**config.mk**
```make
export PLATFORM = sky130hd
export DESIGN_NAME = cap_capture_ctrl
export DESIGN_NICKNAME = d
export VERILOG_FILES = /design/src/rtl/cap_pkg.sv /design/src/rtl/cap_fsm.sv /design/src/rtl/cap_seg_table.sv /design/src/rtl/cap_sample_ram.sv /design/src/rtl/cap_capture_ctrl.sv
export SDC_FILE = /design/constraint.sdc
export NUM_CORES = 1
export LEC_CHECK = 0
export BUFFER_PORTS_ARGS = -buffer_cell sky130_fd_sc_hd__buf_2
export CAP_MARGIN = 40
export CORE_ASPECT_RATIO = 0.7
export CORE_MARGIN = 4
export CORE_UTILIZATION = 39
export DETAILED_ROUTE_END_ITERATION = 16
export PLACE_DENSITY_LB_ADDON = 0.2
export SLEW_MARGIN = 20
export SYNTH_ARGS = -nofsm -noshare
export SYNTH_HDL_FRONTEND = slang
export SYNTH_SLANG_ARGS = --single-unit
```
**constraint.sdc**
```tcl
create_clock -name clk -period 13.8 [get_ports clk]
set_input_delay 3.45 -clock clk [delete_from_list [all_inputs] [get_ports clk]]
set_output_delay 3.45 -clock clk [all_outputs]
set_load 0.02 [all_outputs]
```
**src/rtl/cap_pkg.sv**
```systemverilog
package cap_pkg;
    typedef enum logic [1:0] {
        ST_IDLE = 2'd0,
        ST_WAIT = 2'd1,
        ST_POST = 2'd2,
        ST_DONE = 2'd3
    } cap_state_e;

    localparam logic [1:0] MD_CIRC = 2'd0;
    localparam logic [1:0] MD_SEG  = 2'd1;
    localparam logic [1:0] MD_FREE = 2'd2;

    localparam logic [1:0] POS_PRE = 2'd0;
    localparam logic [1:0] POS_MID = 2'd1;
    localparam logic [1:0] POS_END = 2'd2;
endpackage

```
**src/rtl/cap_fsm.sv**
```systemverilog
module cap_fsm
    import cap_pkg::*;
#(
    parameter int DEPTH      = 64,
    parameter int SEGLOG_MAX = 2,
    parameter int ADDR_W     = $clog2(DEPTH),
    parameter int CW         = ADDR_W + 1,
    parameter int SEG_W      = (SEGLOG_MAX < 1) ? 1 : SEGLOG_MAX,
    parameter int SL_W       = $clog2(SEGLOG_MAX + 1) < 1 ? 1 : $clog2(SEGLOG_MAX + 1)
) (
    input  logic              clk,
    input  logic              rst_n,
    input  logic              arm,
    input  logic              halt,
    input  logic [1:0]        mode,
    input  logic [1:0]        trig_pos,
    input  logic [SL_W-1:0]   seg_log,
    input  logic              trig,
    output cap_state_e        state,
    output logic [SEG_W-1:0]  cur_seg,
    output logic              wr_en,
    output logic [ADDR_W-1:0] wr_addr,
    output logic [CW-1:0]     seg_len,
    output logic [ADDR_W-1:0] seg_mask,
    output logic              rec_we,
    output logic [SEG_W-1:0]  rec_seg,
    output logic [ADDR_W-1:0] rec_oldest,
    output logic [ADDR_W-1:0] rec_trig,
    output logic [CW-1:0]     rec_valid
);
    cap_state_e        state_nx;
    logic [1:0]        mode_q, pos_q;
    logic [SL_W-1:0]   slog_q, slog_in;
    logic [ADDR_W-1:0] wptr, wptr_nx, trig_off;
    logic [CW-1:0]     fill, fill_nx, post_cnt, post_len;
    logic [SEG_W-1:0]  last_seg;
    logic              running, trig_hit, close, free_stop, is_last;

    always_comb begin
        if (mode != MD_SEG)
            slog_in = '0;
        else if (int'(seg_log) > SEGLOG_MAX)
            slog_in = SL_W'(SEGLOG_MAX);
        else
            slog_in = seg_log;
    end

    always_comb begin
        seg_len  = CW'(DEPTH) >> slog_q;
        seg_mask = ADDR_W'(seg_len - CW'(1));
        last_seg = SEG_W'((CW'(1) << slog_q) - CW'(1));
        unique case (pos_q)
            POS_PRE: post_len = seg_len - (seg_len >> 3);
            POS_MID: post_len = seg_len >> 1;
            default: post_len = seg_len >> 3;
        endcase
    end

    // next state and datapath strobes
    always_comb begin
        running   = (state == ST_WAIT) || (state == ST_POST);
        wr_en     = running && !halt;
        wptr_nx   = (wptr + ADDR_W'(1)) & seg_mask;
        fill_nx   = (fill == seg_len) ? fill : fill + CW'(1);
        is_last   = (cur_seg == last_seg);
        trig_hit  = wr_en && (state == ST_WAIT) && trig && (mode_q != MD_FREE);
        close     = (trig_hit && post_len == CW'(1))
                  || (wr_en && state == ST_POST && post_cnt + CW'(1) == post_len);
        free_stop = (state == ST_WAIT) && halt && (mode_q == MD_FREE);
        wr_addr   = ADDR_W'(CW'(cur_seg) * seg_len) + wptr;

        rec_we     = close || free_stop;
        rec_seg    = cur_seg;
        rec_oldest = free_stop ? wptr : wptr_nx;
        rec_trig   = free_stop ? wptr : (trig_hit ? wptr : trig_off);
        rec_valid  = free_stop ? fill : fill_nx;

        state_nx = state;
        unique case (state)
            ST_IDLE: if (arm) state_nx = ST_WAIT;
            ST_WAIT: begin
                if (halt)
                    state_nx = (mode_q == MD_FREE) ? ST_DONE : ST_IDLE;
                else if (close)
                    state_nx = is_last ? ST_DONE : ST_WAIT;
                else if (trig_hit)
                    state_nx = ST_POST;
            end
            ST_POST: begin
                if (halt)
                    state_nx = ST_IDLE;
                else if (close)
                    state_nx = is_last ? ST_DONE : ST_WAIT;
            end
            ST_DONE: if (arm) state_nx = ST_WAIT;
        endcase
    end

    // state register and counters
    always_ff @(posedge clk or negedge rst_n) begin
        if (!rst_n) begin
            state    <= ST_IDLE;
            mode_q   <= MD_CIRC;
            pos_q    <= POS_PRE;
            slog_q   <= '0;
            cur_seg  <= '0;
            wptr     <= '0;
            fill     <= '0;
            post_cnt <= '0;
            trig_off <= '0;
        end else begin
            state <= state_nx;
            if ((state == ST_IDLE || state == ST_DONE) && arm) begin
                mode_q   <= mode;
                pos_q    <= trig_pos;
                slog_q   <= slog_in;
                cur_seg  <= '0;
                wptr     <= '0;
                fill     <= '0;
                post_cnt <= '0;
            end else if (close && !is_last) begin
                cur_seg  <= cur_seg + SEG_W'(1);
                wptr     <= '0;
                fill     <= '0;
                post_cnt <= '0;
            end else if (wr_en) begin
                wptr <= wptr_nx;
                fill <= fill_nx;
                if (trig_hit) begin
                    trig_off <= wptr;
                    post_cnt <= CW'(1);
                end else if (state == ST_POST) begin
                    post_cnt <= post_cnt + CW'(1);
                end
            end
        end
    end

    p_write_only_running_r2: assert property (@(posedge clk) disable iff (!rst_n)
        wr_en |-> (state == ST_WAIT || state == ST_POST));
    p_post_bound_r3: assert property (@(posedge clk) disable iff (!rst_n)
        (state == ST_POST) |-> (post_cnt < post_len));
    p_free_no_post_r8: assert property (@(posedge clk) disable iff (!rst_n)
        (mode_q == MD_FREE && state != ST_IDLE) |-> (state != ST_POST));
    p_seg_bound_r6: assert property (@(posedge clk) disable iff (!rst_n)
        cur_seg <= last_seg);
    p_done_holds_r10: assert property (@(posedge clk) disable iff (!rst_n)
        (state == ST_DONE && !arm) |=> (state == ST_DONE));
    p_idle_holds_r10: assert property (@(posedge clk) disable iff (!rst_n)
        (state == ST_IDLE && !arm) |=> (state == ST_IDLE));
endmodule

```
**src/rtl/cap_seg_table.sv**
```systemverilog
module cap_seg_table #(
    parameter int SEGLOG_MAX = 2,
    parameter int ADDR_W     = 6,
    parameter int CW         = ADDR_W + 1,
    parameter int SEG_W      = (SEGLOG_MAX < 1) ? 1 : SEGLOG_MAX,
    parameter int NSEG       = 1 << SEGLOG_MAX
) (
    input  logic              clk,
    input  logic              rst_n,
    input  logic              rec_we,
    input  logic [SEG_W-1:0]  rec_seg,
    input  logic [ADDR_W-1:0] rec_oldest,
    input  logic [ADDR_W-1:0] rec_trig,
    input  logic [CW-1:0]     rec_valid,
    input  logic [CW-1:0]     seg_len,
    input  logic [ADDR_W-1:0] seg_mask,
    input  logic [SEG_W-1:0]  rd_seg,
    output logic [ADDR_W-1:0] rd_oldest,
    output logic [ADDR_W-1:0] rd_trig_idx,
    output logic [CW-1:0]     rd_valid
);
    logic [ADDR_W-1:0] oldest_q [NSEG];
    logic [ADDR_W-1:0] trig_q   [NSEG];
    logic [CW-1:0]     valid_q  [NSEG];

    for (genvar s = 0; s < NSEG; s++) begin : g_rec
        always_ff @(posedge clk or negedge rst_n) begin
            if (!rst_n) begin
                oldest_q[s] <= '0;
                trig_q[s]   <= '0;
                valid_q[s]  <= '0;
            end else if (rec_we && rec_seg == SEG_W'(s)) begin
                oldest_q[s] <= rec_oldest;
                trig_q[s]   <= rec_trig;
                valid_q[s]  <= rec_valid;
            end
        end
    end

    always_comb begin
        rd_oldest   = oldest_q[rd_seg];
        rd_trig_idx = (trig_q[rd_seg] - oldest_q[rd_seg]) & seg_mask;
        rd_valid    = valid_q[rd_seg];
    end

    p_valid_bound_r5: assert property (@(posedge clk) disable iff (!rst_n)
        rec_we |-> (rec_valid <= seg_len));
endmodule

```
**src/rtl/cap_sample_ram.sv**
```systemverilog
module cap_sample_ram #(
    parameter int DEPTH  = 64,
    parameter int DATA_W = 8,
    parameter int ADDR_W = $clog2(DEPTH)
) (
    input  logic              clk,
    input  logic              we,
    input  logic [ADDR_W-1:0] waddr,
    input  logic [DATA_W-1:0] wdata,
    input  logic [ADDR_W-1:0] raddr,
    output logic [DATA_W-1:0] rdata
);
    logic [DATA_W-1:0] mem [DEPTH];

    always_ff @(posedge clk) begin
        if (we) mem[waddr] <= wdata;
        rdata <= mem[raddr];
    end
endmodule

```
**src/rtl/cap_capture_ctrl.sv**
```systemverilog
module cap_capture_ctrl
    import cap_pkg::*;
#(
    parameter int DATA_W     = 8,
    parameter int DEPTH      = 64,
    parameter int SEGLOG_MAX = 2,
    parameter int ADDR_W     = $clog2(DEPTH),
    parameter int SEG_W      = (SEGLOG_MAX < 1) ? 1 : SEGLOG_MAX,
    parameter int SL_W       = $clog2(SEGLOG_MAX + 1) < 1 ? 1 : $clog2(SEGLOG_MAX + 1)
) (
    input  logic              clk,
    input  logic              rst_n,
    input  logic              arm,
    input  logic              halt,
    input  logic [1:0]        mode,
    input  logic [1:0]        trig_pos,
    input  logic [SL_W-1:0]   seg_log,
    input  logic [DATA_W-1:0] din,
    input  logic              trig,
    input  logic [DATA_W-1:0] chan_en,
    output logic [1:0]        stat_state,
    output logic [SEG_W-1:0]  stat_seg,
    input  logic [SEG_W-1:0]  rd_seg,
    input  logic [ADDR_W-1:0] rd_idx,
    output logic [DATA_W-1:0] rd_data,
    output logic [ADDR_W:0]   rd_valid_cnt,
    output logic [ADDR_W-1:0] rd_trig_idx
);
    localparam int CW = ADDR_W + 1;

    cap_state_e        state;
    logic              wr_en, rec_we;
    logic [ADDR_W-1:0] wr_addr, seg_mask, rec_oldest, rec_trig, rd_oldest, rd_addr;
    logic [CW-1:0]     seg_len, rec_valid;
    logic [SEG_W-1:0]  rec_seg;

    cap_fsm #(.DEPTH(DEPTH), .SEGLOG_MAX(SEGLOG_MAX), .ADDR_W(ADDR_W), .CW(CW),
              .SEG_W(SEG_W), .SL_W(SL_W)) u_fsm (
        .clk(clk), .rst_n(rst_n), .arm(arm), .halt(halt), .mode(mode),
        .trig_pos(trig_pos), .seg_log(seg_log), .trig(trig),
        .state(state), .cur_seg(stat_seg), .wr_en(wr_en), .wr_addr(wr_addr),
        .seg_len(seg_len), .seg_mask(seg_mask), .rec_we(rec_we), .rec_seg(rec_seg),
        .rec_oldest(rec_oldest), .rec_trig(rec_trig), .rec_valid(rec_valid)
    );

    cap_seg_table #(.SEGLOG_MAX(SEGLOG_MAX), .ADDR_W(ADDR_W), .CW(CW), .SEG_W(SEG_W)) u_tab (
        .clk(clk), .rst_n(rst_n), .rec_we(rec_we), .rec_seg(rec_seg),
        .rec_oldest(rec_oldest), .rec_trig(rec_trig), .rec_valid(rec_valid),
        .seg_len(seg_len), .seg_mask(seg_mask), .rd_seg(rd_seg),
        .rd_oldest(rd_oldest), .rd_trig_idx(rd_trig_idx), .rd_valid(rd_valid_cnt)
    );

    assign rd_addr    = ADDR_W'(CW'(rd_seg) * seg_len) + ((rd_oldest + rd_idx) & seg_mask);
    assign stat_state = state;

    cap_sample_ram #(.DEPTH(DEPTH), .DATA_W(DATA_W), .ADDR_W(ADDR_W)) u_ram (
        .clk(clk), .we(wr_en), .waddr(wr_addr), .wdata(din & chan_en),
        .raddr(rd_addr), .rdata(rd_data)
    );

    p_reset_idle_r1: assert property (@(posedge clk)
        !rst_n |=> (stat_state == 2'd0 || !rst_n));
endmodule

```
Word level (Yosys, flattened, before mapping)
Memory sizes are Yosys's and may differ from the RTL's. A register that Yosys moved wholly into a read port is not among the register bits. Index checks and enable logic that the tools add are counted.

Output and inout port bits: 25. RAM bits: 512. Word-level logic and storage cells: 135. Input bits: 35. Flip-flop bits (word level): 112. Memories kept: 1.

Reduce and logical (&&, ||, !) cells: 31. Add/subtract/negate cells: 11. $lt $le $gt $ge: 2. Bitwise logic cells: 7. Shift-type cells: 2. Equal/unequal tests: 17. Multipliers: 2. Muxes and demuxes: 41.

Memories: u_ram.mem (words 64, width 8, rd ports 1, clocked after Yosys merged registers in 1, wr ports 1, RTL line cap_sample_ram.sv:13) `logic [DATA_W-1:0] mem [DEPTH];`.

Operators by type and width (number): $mux 7 (12); $mux 6 (10); $bmux 6 s2 (2); $mux 2 (12); $add 6x6->6 (3); $and 6x6->6 (3); $logic_and 1x1->1 (15); $add 7x1->7 const B (2); $bmux 7 s2 (1); $eq 7x7->1 (2); $mul 2x7->6 (2); $pmux 7 s2 (1); $eq 2x2->1 const B (5); $and 8x8->8 (1); $eq 7x1->1 const B (1); $shr 7x2->7 const A (1); $sub 7x4->7 (1); $add 6x1->6 const B (1); $eq 2x1->1 const B (3); $logic_not 2->1 (3); $pmux 2 s3 (1); $reduce_and 3->1 (2); $sub 6x1->6 const B (1); $sub 6x6->6 (1); 20 further kinds (27).

Depth between registers and ports, before layout
Gate-level depths: netlist of the first run.

Depth in word-level cells: 11. Depth in mapped cells: 20. Gate-level depth less buffers: 17.

Modules after synthesis
Synthesis of the first run repeated with hierarchy kept, for this count alone.

Cells, all modules: 1579. Area, all modules: 27151.0 um^2.

Modules (own cells, without submodules): cap_sample_ram (times used 1, area each 20166.8 um^2, cells an instance 940, seq. area each 15534.9 um^2); cap_seg_table (times used 1, area each 3539.6 um^2, cells an instance 218, seq. area each 1901.8 um^2); cap_fsm (times used 1, area each 2832.7 um^2, cells an instance 342, seq. area each 900.9 um^2); cap_capture_ctrl (times used 1, area each 611.8 um^2, cells an instance 79, seq. area each 0.0 um^2).

Worst setup path before layout of the first run
OpenSTA, ideal clock, no wires.

Kind: input to output. Start point: in rd_seg[0]. End point: out rd_trig_idx[4]. Buffers on the path: 2. Slack: 3.975 ns. Data required time: 10.350 ns. Arrival: 6.375 ns. Stages on the path: 10. Path through: buf_1 > clkbuf_1 > mux4_2 > ha_1 > fa_1 > inv_1 > a21o_1 > a21oi_1 > xor2_1 > nor2_1.

Longest elaborated chain between the ends: 6. Elaborated cells between the ends (all ways): 9. Those cells by class: add/sub (1); mux (6); bitwise (2).

RTL lines: start, declared (RTL line cap_capture_ctrl.sv:23) `input logic [SEG_W-1:0] rd_seg,`; $not 2->3 (not written as such) (*) (RTL line cap_seg_table.sv:42) `rd_trig_idx = (trig_q[rd_seg] - oldest_q[rd_seg]) & seg_mask;`; $bmux 6 s2 (RTL line cap_seg_table.sv:42); $mux 6 (not written as such) (2 in series) (RTL line cap_seg_table.sv:42); $sub 6x6->6 (*) (RTL line cap_seg_table.sv:42); $and 6x6->6 (*) (RTL line cap_seg_table.sv:42); end, declared (RTL line cap_capture_ctrl.sv:27) `output logic [ADDR_W-1:0] rd_trig_idx`.

Every way passes the cells marked *; elsewhere a longest branch is shown, timed or not. The select of a mux whose other input is x is not followed.

Worst setup path after layout of the first run
Start point: in rd_seg[0]. End point: out rd_trig_idx[5].

Same word-level chain as after synthesis.

==> impl_metrics.ini, run 1 <==
[yosys]
ys_warn_count = 0
synth_cell_types = 57
syn_inst = 1438
avgSynthCellArea_sq_um = 18.44
synthesis.area_sq_um = 26520
async_flop_share_pct = 17.72
synth_edf_count = 512
synth.yosys.seq_area_share_pct = 69.15
synth-seq-cells = 632
synth_ff_type = edfxtp_1
synth_nets = 1502

[clock_network]
worstSkewPairLatency_ns = 0.64
clock_path_buffers = 3
post_cts_buffers = 0
postCtsHoldBufs = 0
cts_buffers = 61
root_buffer = clkbuf_16
cts_tree = done
clkSlewWorstSetupHoldPaths_ns = 0.06
cts-resized-gates = 0
cts_max_level = 2
clock_sinks = 632

[global_routing]
grt_start_max_net_pins = 65
antenna_found_initial = 1
grt_pass1_wl_um = 94300
grt_pass1_vias = 13910
grt-ovfl-total = 0
grt_use_total_pct = 17.64

[timing]
post-route-period-util_pct = 67.58
setup_viol = 0
report.final.slew_viol_count = 0
holdWs_ns = 0.4889
hold_viol = 0
min_period_ns = 9.326
timing.fmax_mhz = 107.2
rsz0062_at_grt = no
fin_setup_tns_ns = 0
worst_slack_ns = 4.474
slew_headroom_pct = 40.69
skew_ns = 0.03161
worst_slew_pin_slew_ns = 0.8871

[worst_setup_path]
crit_path_max_fanout = 21
crit_path_end_kind = output port
cp.arrival_ns = 5.88
critical_path_class = input port to output port
critPathLaunchType = input port
crit_required_ns = 10.35

[detailed_routing]
postRouteAntennaNets = 0
drcViolationCount = 0
drt-initial-drc-count = 1294
dr.pass1.iters = 5
via_count = 13800
wl_per_cell_um = 25.47
wl_um = 63660
avgViaCountPerCell = 5.520

[pwr]
power.internal_w = 0.003593
p_clk_share_pct = 33.7
leakage_nw = 10.83
netSwitchingPower_w = 0.001479
seq_power_share_pct = 43.3
ir_drop_v = 0.00009336
switching_share_pct = 29.16
p_comb_share_pct = 23.0
powerDensity_nw_per_um2 = 167.1

[layout]
final_util_pct = 45.35
drive_above_1_share_pct = 28.81
final_cell_mix = 512 x edfxtp_1, 179 x mux4_2, 114 x nor2_1
synthToLayoutAreaGrowth_pct = 14.45
layout_commonest_cell = edfxtp_1
multi_input_area_sq_um = 7850
regArea_sq_um = 18340
fin_nets = 1622
fill_cells = 5684

[outcome]
run_status = finished, final reports clean

[floorplan]
rows = 79
die-height_um = 226.2
coreArea_sq_um = 66920
die-area_sq_um = 72290
start_util_pct = 39.63
top_level_ports = 60
die_w_um = 319.7

[hold_path]
hold_class = flip-flop to flip-flop

[placement]
hpwl_um = 40050
place_congestion = 0.7566
dp_slack_ns = 4.094
portBuffers = 59

[job]
cap_violations = 0
cell families (layout without fill, tap and decap cells):
| family | count (synthesis) | count (layout) | synth area share [%] |
|---|---|---|---|
| flops | 632 | 632 | 69.15 |
| mux | 286 | 286 | 19.63 |
| simple gates | 258 | 258 | 4.487 |
| buf+inv | 100 | 269 | 1.453 |
| compound gates | 98 | 98 | 2.605 |
| xor+xnor | 35 | 35 | 1.184 |
| fa+ha+maj | 29 | 29 | 1.482 |
| other cells | 0 | 1 | 0 |
layer usage:
layer	vias to the layer above	wire length (um)	track usage, %	part of all wire [%]
met5	-	13	0	0.020
met4	2	1068	3.784	1.7
met3	69	3905	3.163	6.1
met2	388	28330	26.07	45
met1	7359	30340	27.44	48
li1	5977	-	-	-
worst max-delay path, stage by stage:
cell and delay, ns:
buf_2 0.13, buf_12 0.21, mux4_2 0.58, inv_1 0.13, ha_1 0.23, nor2b_1 0.13
o21ai_0 0.16, nand2b_1 0.11, a21o_1 0.21, a21oi_1 0.18, xnor2_1 0.14, nor2_1 0.05
buf_2 0.15
through the flow:
stage          std cells  cell area, sq um  total power, W
2_1_floorplan       1438             26520        0.002989
3_3_place_gp        2339             27870        0.003385
3_5_place_dp        2351             28020        0.003409
4_1_cts             2463             30060        0.005128
5_1_grt             2498             30350        0.005300
6_report            2499             30350        0.005073
path summary, 6_finish.rpt:
check | start | to | slack (ns) | cells past startpoint
max reg2reg | u_tab.oldest_q[0] | u_ram.rdata[7] | 9.06 | 8
min | u_tab.trig_q[8] | u_tab.trig_q[8] | 0.49 | 1
max in group asynchronous | rst_n | u_fsm.post_cnt[5] | 10.12 | 2
min in group asynchronous | rst_n | u_tab.valid_q[23] | 2.68 | 1
min reg2reg | u_tab.trig_q[8] | u_tab.trig_q[8] | 0.49 | 1
max | rd_seg[0] | rd_trig_idx[5] | 4.47 | 13
power by group through the flow:
stage               Sequential (W)  Combinational [W]  Clock, W
CTS                        0.00220            0.00117   0.00176
global placement           0.00224            0.00115         0
detailed placement         0.00224            0.00117         0
global route               0.00220            0.00126   0.00184
floorplan                  0.00222           0.000770         0
finish                     0.00220            0.00117   0.00171
cells in the mapped netlist (all sizes together) (16+ instances only):
cell | number | area share, %
dfrtp | 112 | 11
nand3 | 24 | 0.45
edfxtp | 512 | 58
o21ai | 26 | 0.66
nor2 | 114 | 1.6
buf | 22 | 0.35
mux2 | 83 | 3.5
ha | 25 | 1.2
mux2i | 24 | 0.91
xor2 | 16 | 0.53
xnor2 | 19 | 0.66
a21oi | 26 | 0.49
clkbuf | 48 | 0.68
nor3 | 22 | 0.42
mux4 | 179 | 15
inv | 30 | 0.42
nand2 | 47 | 0.67
layout make-up:
type	instances	share of cell area [%]
Clock buffer	75	5.306
Multi-Input combinational cell	706	25.87
Clock inverter	37	1.406
Inverter	30	0.3710
Tap cell	891	3.673
Antenna cell	1	0.008245
Sequential cell	632	60.42
Timing Repair Buffer	127	2.948
sequential cells by signal, summed over array words and instances, names as in the netlist:
signal / count
u_fsm.cur_seg: 2
u_fsm.fill: 7
u_fsm.mode_q: 2
u_fsm.pos_q: 2
u_fsm.post_cnt: 7
u_fsm.slog_q: 2
u_fsm.state: 2
u_fsm.trig_off: 6
u_fsm.wptr: 6
u_ram.mem: 512
u_ram.rdata: 8
u_tab.oldest_q: 24
u_tab.trig_q: 24
u_tab.valid_q: 28
Note: power is estimated with default switching activity, not from simulation.
==> run 2, diff against run 1 <==
Settings changed: ABC_AREA set to 1.
Clock period 13.8 ns to 7.47 ns, I/O delays scaled along.
==> run 2 against run 1 <==
Effect of this change:
- utilization fell by 0.43 points
- clock-buffer cell count rose by 8
- area after synthesis rose by 2.4%
- critical path depth rose by 3
- final area rose by 1.5%
- highest routed layer is now met4
- first-iteration DRC count rose by 63%
- global-route usage rose by 2.2 points
- clock skew fell by 0.0035 ns
- sequential share of layout area fell by 0.89 points
- cell count rose by 38%
- largest power group unchanged
==> impl_metrics.ini, run 2 <==
[worst_setup_path]
cpPeakStageDelay_ns = 0.39
worst-path-buf-inv = 4
crit_end = rd_trig_idx[5]
cp_top_family = buffers and inverters
path_cells = buf_2 -> inv_2 -> a21oi_1 -> a32oi_1 -> inv_1 -> ha_1 -> nand2_1 -> nor2_1 -> a211oi_1 -> nor2_1 -> nor2_1 -> nor2_1 -> nor2_1 -> xor2_1 -> nor2_1 -> buf_2
r2r-end = u_ram.mem[25][1]
crit_required_ns = 5.60
reg2reg_slack_ns = 3.04
critPathLaunchType = input port
reg2reg_depth = 14
critPathSlowestCell = inv_2
r2r-start = u_fsm.slog_q[1]
crit_path_end_kind = output port
cp.arrival_ns = 4.50
cp_num_cells = 16
crit_path_frequent_cell = nor2_1
startpoint = rd_seg[1]
crit_path_max_fanout = 26
critical_path_class = input port to output port

[global_routing]
grt-ovfl-total = 0
grt_pass1_vias = 17780
grt_start_max_net_pins = 129
antenna_found_initial = 0
grt_use_total_pct = 19.80
grt_pass1_wl_um = 113000

[hold_path]
hold_class = flip-flop to flip-flop

[layout]
layout_commonest_cell = edfxtp_1
top_register = u_ram.mem
top_regs = u_ram.mem: 512 flops, u_tab.valid_q: 28 flops
fin_nets = 2570
regArea_sq_um = 18340
fill_cells = 6267
final_cell_mix = 512 x edfxtp_1, 388 x nor2_1, 375 x nand2_1
largest_reg_flops = 512
multi_input_area_sq_um = 7764
drive_above_1_share_pct = 10.60
fin_area_sq_um = 30800
diodes = 0
synthToLayoutAreaGrowth_pct = 13.50

[floorplan]
start_util_pct = 39.58
coreArea_sq_um = 68570
die_w_um = 323.3
die-area_sq_um = 73940
top_level_ports = 60
die-height_um = 228.7
rows = 80

[yosys]
yosysMostFrequentCell = edfxtp_1
synth_top_area_share_pct = 56.65
ys_top_cells_by_area = edfxtp_1 57%, dfrtp_1 10%, o21ai_0 5.9%, nor2_1 5.4%, nand2_1 5.2%
synth.largest_area_cell = edfxtp_1
async_flop_share_pct = 17.72
synth_cell_types = 38
ys_warn_count = 0
synth.yosys.seq_area_share_pct = 67.56
synth_edf_count = 512
avgSynthCellArea_sq_um = 11.09
synth_ff_type = edfxtp_1
synthesis.area_sq_um = 27140
synth-seq-cells = 632
syn_inst = 2447
synth_nets = 2511
netlist_top_cells_count = 512 x edfxtp_1, 389 x nor2_1, 375 x nand2_1

[timing]
setup_viol = 0
slew_headroom_pct = 39.07
min_period_ns = 6.372
rsz0062_at_grt = no
fin_setup_tns_ns = 0
timing.fmax_mhz = 156.9
worst_slew_pin_slew_ns = 0.9113
skew_ns = 0.02812
hold_viol = 0
report.final.slew_viol_count = 0
post-route-period-util_pct = 85.31

[placement]
place_congestion = 0.8481
portBuffers = 59
hpwl_um = 44170
placed_area_sq_um = 28470

[clock_network]
cts_tree = done
worstSkewPairLatency_ns = 0.64
clock_sinks = 632
cts_max_level = 2
root_buffer = clkbuf_16
clock_path_buffers = 3
cts-resized-gates = 0
post_cts_buffers = 0
postCtsHoldBufs = 0
clkSlewWorstSetupHoldPaths_ns = 0.06
cts_buffers = 60

[detailed_routing]
top_layer_used = met4
drt-initial-drc-count = 2111
drt-met1-wl_um = 35980
via_count = 19140
wl_um = 74320
wl_met2_um = 31630
postRouteAntennaNets = 0
wl_met3_um = 5500
dr.pass1.iters = 5
wl_per_cell_um = 21.48
drcViolationCount = 0
avgViaCountPerCell = 5.532

[pwr]
leakage_nw = 11.43
ir_drop_v = 0.0002145
powerDensity_nw_per_um2 = 330.1

[outcome]
run_status = finished, final reports clean

[job]
cap_violations = 0
==> run 2: changes by cell type in the layout (fill, tap and decap cells not counted), sizes merged, moves of 22 or more <==
cell and delta:
o221ai +111, o22ai +26, mux4 -179, nand3 +141, mux2 -83, buf +22
inv +77, nor2 +276, o21ai +327, mux2i -24, nand2 +335
==> run 2: kinds of logic (layout without fill, tap and decap cells) <==
kind of cell	Yosys count	in the layout	synth area share (%)
buf+inv	263	373	3.942
simple gates	959	959	14.36
xor+xnor	19	19	0.6131
fa+ha+maj	29	29	1.448
flops	632	632	67.56
compound gates	545	545	12.07
==> run 2: stage by stage <==
step                power (W)  instances  setup slack [ns]  utilization (%)  hold WS (ns)
floorplan            0.006034       2447             1.413                -        0.4366
global placement     0.006991       3282             1.149            41.10        0.4489
detailed placement   0.007081       3306             1.148            41.52        0.4530
CTS                   0.01019       3419             1.115            44.43        0.4691
global route          0.01070       3459            0.8345            44.93        0.4902
finish                0.01017       3459             1.098            44.93        0.4701
==> run 2: worst min-delay path by stage <==
stage               depth (start not counted)              start  slack, ns           endpoint
floorplan                                   2  u_tab.oldest_q[6]       0.44  u_tab.oldest_q[6]
global placement                            2  u_tab.valid_q[12]       0.45  u_tab.valid_q[12]
detailed placement                          2  u_tab.valid_q[13]       0.45  u_tab.valid_q[13]
CTS                                         2  u_tab.valid_q[15]       0.47  u_tab.valid_q[15]
global route                                2  u_tab.valid_q[12]       0.49  u_tab.valid_q[12]
finish                                      2  u_tab.valid_q[12]       0.47  u_tab.valid_q[12]
==> run 2: layer usage <==
| layer | up-vias | track usage, % |
|---|---|---|
| li1 | 8882 | - |
| met1 | 9520 | 31.18 |
| met2 | 643 | 28.40 |
| met3 | 91 | 3.744 |
| met4 | 0 | 4.055 |
| met5 | - | 0 |
==> run 2: report_power, final <==
group,internal (W),switching [W],total [W]
Clock,0.00177,0.00135,0.00311
Combinational,0.000839,0.00208,0.00292
Sequential,0.00400,0.000138,0.00414
Total,0.00661,0.00356,0.0102
==> run 2: tightest hold or removal path: cells and delay by family (launching register included) <==
| family | cells | cell delay (ns) |
|---|---|---|
| flip-flops | 1 | 0.34 |
| AND/OR/NAND/NOR | 2 | 0.10 |
==> run 2: area by class of cell <==
class / count / share of cell area (%)
clock buffer: 83 / 5.410
multi-input combinational: 1552 / 25.20
inverter: 111 / 1.377
timing repair buffer: 149 / 3.741
sequential: 632 / 59.53
tap: 902 / 3.664
clock inverter: 30 / 1.076
==> run 3, diff against run 2 <==
Settings changed: CORE_MARGIN 4 to 2, SYNTH_HIERARCHICAL set to 1.
==> run 3 against run 2 <==
Effect of this change:
- maximum frequency up 4.6%
- clock-buffer cell count down 8
- combinational power up 23%
- sequential share of layout area down 1.7 points
- via count up 4.7%
- critical path depth down 2
- synthesized cell count up 12%
- flip-flop and latch count unchanged
- die area up 1.6%
- critical endpoint unchanged
- highest routed layer unchanged
==> impl_metrics.ini, run 3 <==
[outcome]
run_status = finished, final reports clean

[pwr]
powerDensity_nw_per_um2 = 346.7
leakage_nw = 12.39
p_total_w = 0.01099
ir_drop_v = 0.0002703

[global_routing]
grt_start_max_net_pins = 174
grt-ovfl-total = 0
grt_use_total_pct = 20.72
grt_pass1_vias = 18880
grt_pass1_wl_um = 119000
antenna_found_initial = 1

[layout]
top_register = u_ram/mem
diodes = 0
synthToLayoutAreaGrowth_pct = 11.45
multi_input_area_sq_um = 8541
layout_commonest_cell = nand2_1
final_cell_mix = 894 x nand2_1, 512 x edfxtp_1, 497 x nand3_1
largest_reg_flops = 512
drive_above_1_share_pct = 10.29
fill_cells = 6707
top_regs = u_ram/mem: 512 flops, u_tab/valid_q: 28 flops
fin_nets = 2847
regArea_sq_um = 18340
final_util_pct = 44.09

[detailed_routing]
via_count = 20040
drcViolationCount = 0
wl_met3_um = 7412
wl_um = 78170
dr.pass1.iters = 6
drt-met1-wl_um = 37570
drt-initial-drc-count = 2395
wl_per_cell_um = 20.61
wl_met2_um = 31610
top_layer_used = met4
avgViaCountPerCell = 5.284
postRouteAntennaNets = 0

[timing]
skew_ns = 0.04125
setup_viol = 0
rsz0062_at_grt = no
slew_headroom_pct = 41.32
fin_setup_tns_ns = 0
post-route-period-util_pct = 81.58
worst_slew_pin_slew_ns = 0.8770
min_period_ns = 6.094
report.final.slew_viol_count = 0
timing.fmax_mhz = 164.1
hold_viol = 0

[clock_network]
clock_sinks = 632
post_cts_buffers = 0
postCtsHoldBufs = 0
root_buffer = clkbuf_16
cts_tree = done
cts-resized-gates = 0
worstSkewPairLatency_ns = 0.66
clock_path_buffers = 3
cts_buffers = 61
cts_max_level = 2
clkSlewWorstSetupHoldPaths_ns = 0.06

[placement]
place_congestion = 0.8866
portBuffers = 59
hpwl_um = 48480

[floorplan]
rows = 82
top_level_ports = 60
coreArea_sq_um = 71920
die_w_um = 326.8
die-height_um = 230.0
die-area_sq_um = 75160
start_util_pct = 39.56

[hold_path]
whs_path_depth = 2
hold_start = u_fsm/trig_off[3]
hold_class = flip-flop to flip-flop
min_to = u_fsm/trig_off[3]

[worst_setup_path]
reg2reg_depth = 9
path_cells = buf_2 -> inv_2 -> buf_4 -> a32oi_1 -> inv_1 -> ha_1 -> nand2_1 -> inv_1 -> nand2_1 -> nand2_1 -> nor2_1 -> a21oi_1 -> nor2_1 -> buf_2
critPathLaunchType = input port
crit_required_ns = 5.60
crit_path_frequent_cell = nand2_1
cp.arrival_ns = 4.23
worst-path-buf-inv = 6
crit_path_max_fanout = 23
critical_path_class = input port to output port
cp_top_family = buffers and inverters
critPathSlowestCell = buf_2
reg2reg_slack_ns = 3.14
cpPeakStageDelay_ns = 0.40
r2r-start = u_fsm/slog_q[1]
r2r-end = u_ram/mem[62][7]
crit_path_end_kind = output port

[yosys]
ys_warn_count = 6
synthesis.area_sq_um = 28450
avgSynthCellArea_sq_um = 10.36
syn_inst = 2746

[job]
cap_violations = 0
-- run 3: where the power goes --
part	switching, W	internal [W]	leakage [nW]
registers	0.000193	0.00404	6.27
logic	0.00258	0.00101	5.11
clock network	0.00137	0.00180	1.01
-- run 3: stage by stage --
stage	cells	hold WS, ns	instance area (sq um)	worst slack (ns)
global placement	3648	0.4595	29220	1.408
global route	3793	0.5044	31710	1.103
detailed placement	3660	0.4619	29380	1.388
CTS	3770	0.4775	31400	1.377
finish	3793	0.4762	31710	1.376
floorplan	2750	0.4478	28470	1.863
-- run 3: area by class of cell --
type,instances,share of cell area [%]
clock inverter,35,1.200
sequential,632,57.83
inverter,129,1.563
multi-input combinational,1824,26.93
tap,966,3.812
timing repair buffer,132,3.480
clock buffer,75,5.181
-- run 3: worst reg2reg max path, stage by stage, from the launching register on --
cell	delay, ns
dfrtp_1	0.61
nand2_2	0.26
nor2_1	0.20
fa_1	0.46
ha_1	0.24
xnor2_1	0.14
xor2_1	0.15
xnor2_1	0.56
nand3_1	0.53
nor2_1	0.81
-- run 3: metal layers --
metal	vias up	track usage, %
li1	9446	-
met1	9736	32.49
met2	751	28.17
met3	110	5.469
met4	0	4.802
met5	-	0
-- run 3: how the worst max path moves through the flow --
stage / slack [ns] / endpoint / start / depth (start not counted)
3_3_place_gp: 1.41 / u_ram/rdata[2] / rd_seg[1] / 19
5_1_grt: 1.10 / rd_trig_idx[5] / rd_seg[1] / 13
4_1_cts: 1.38 / rd_trig_idx[5] / rd_seg[1] / 14
3_5_place_dp: 1.39 / rd_trig_idx[5] / rd_seg[1] / 14
6_report: 1.38 / rd_trig_idx[5] / rd_seg[1] / 14
2_1_floorplan: 1.86 / rd_trig_idx[4] / rd_seg[1] / 11
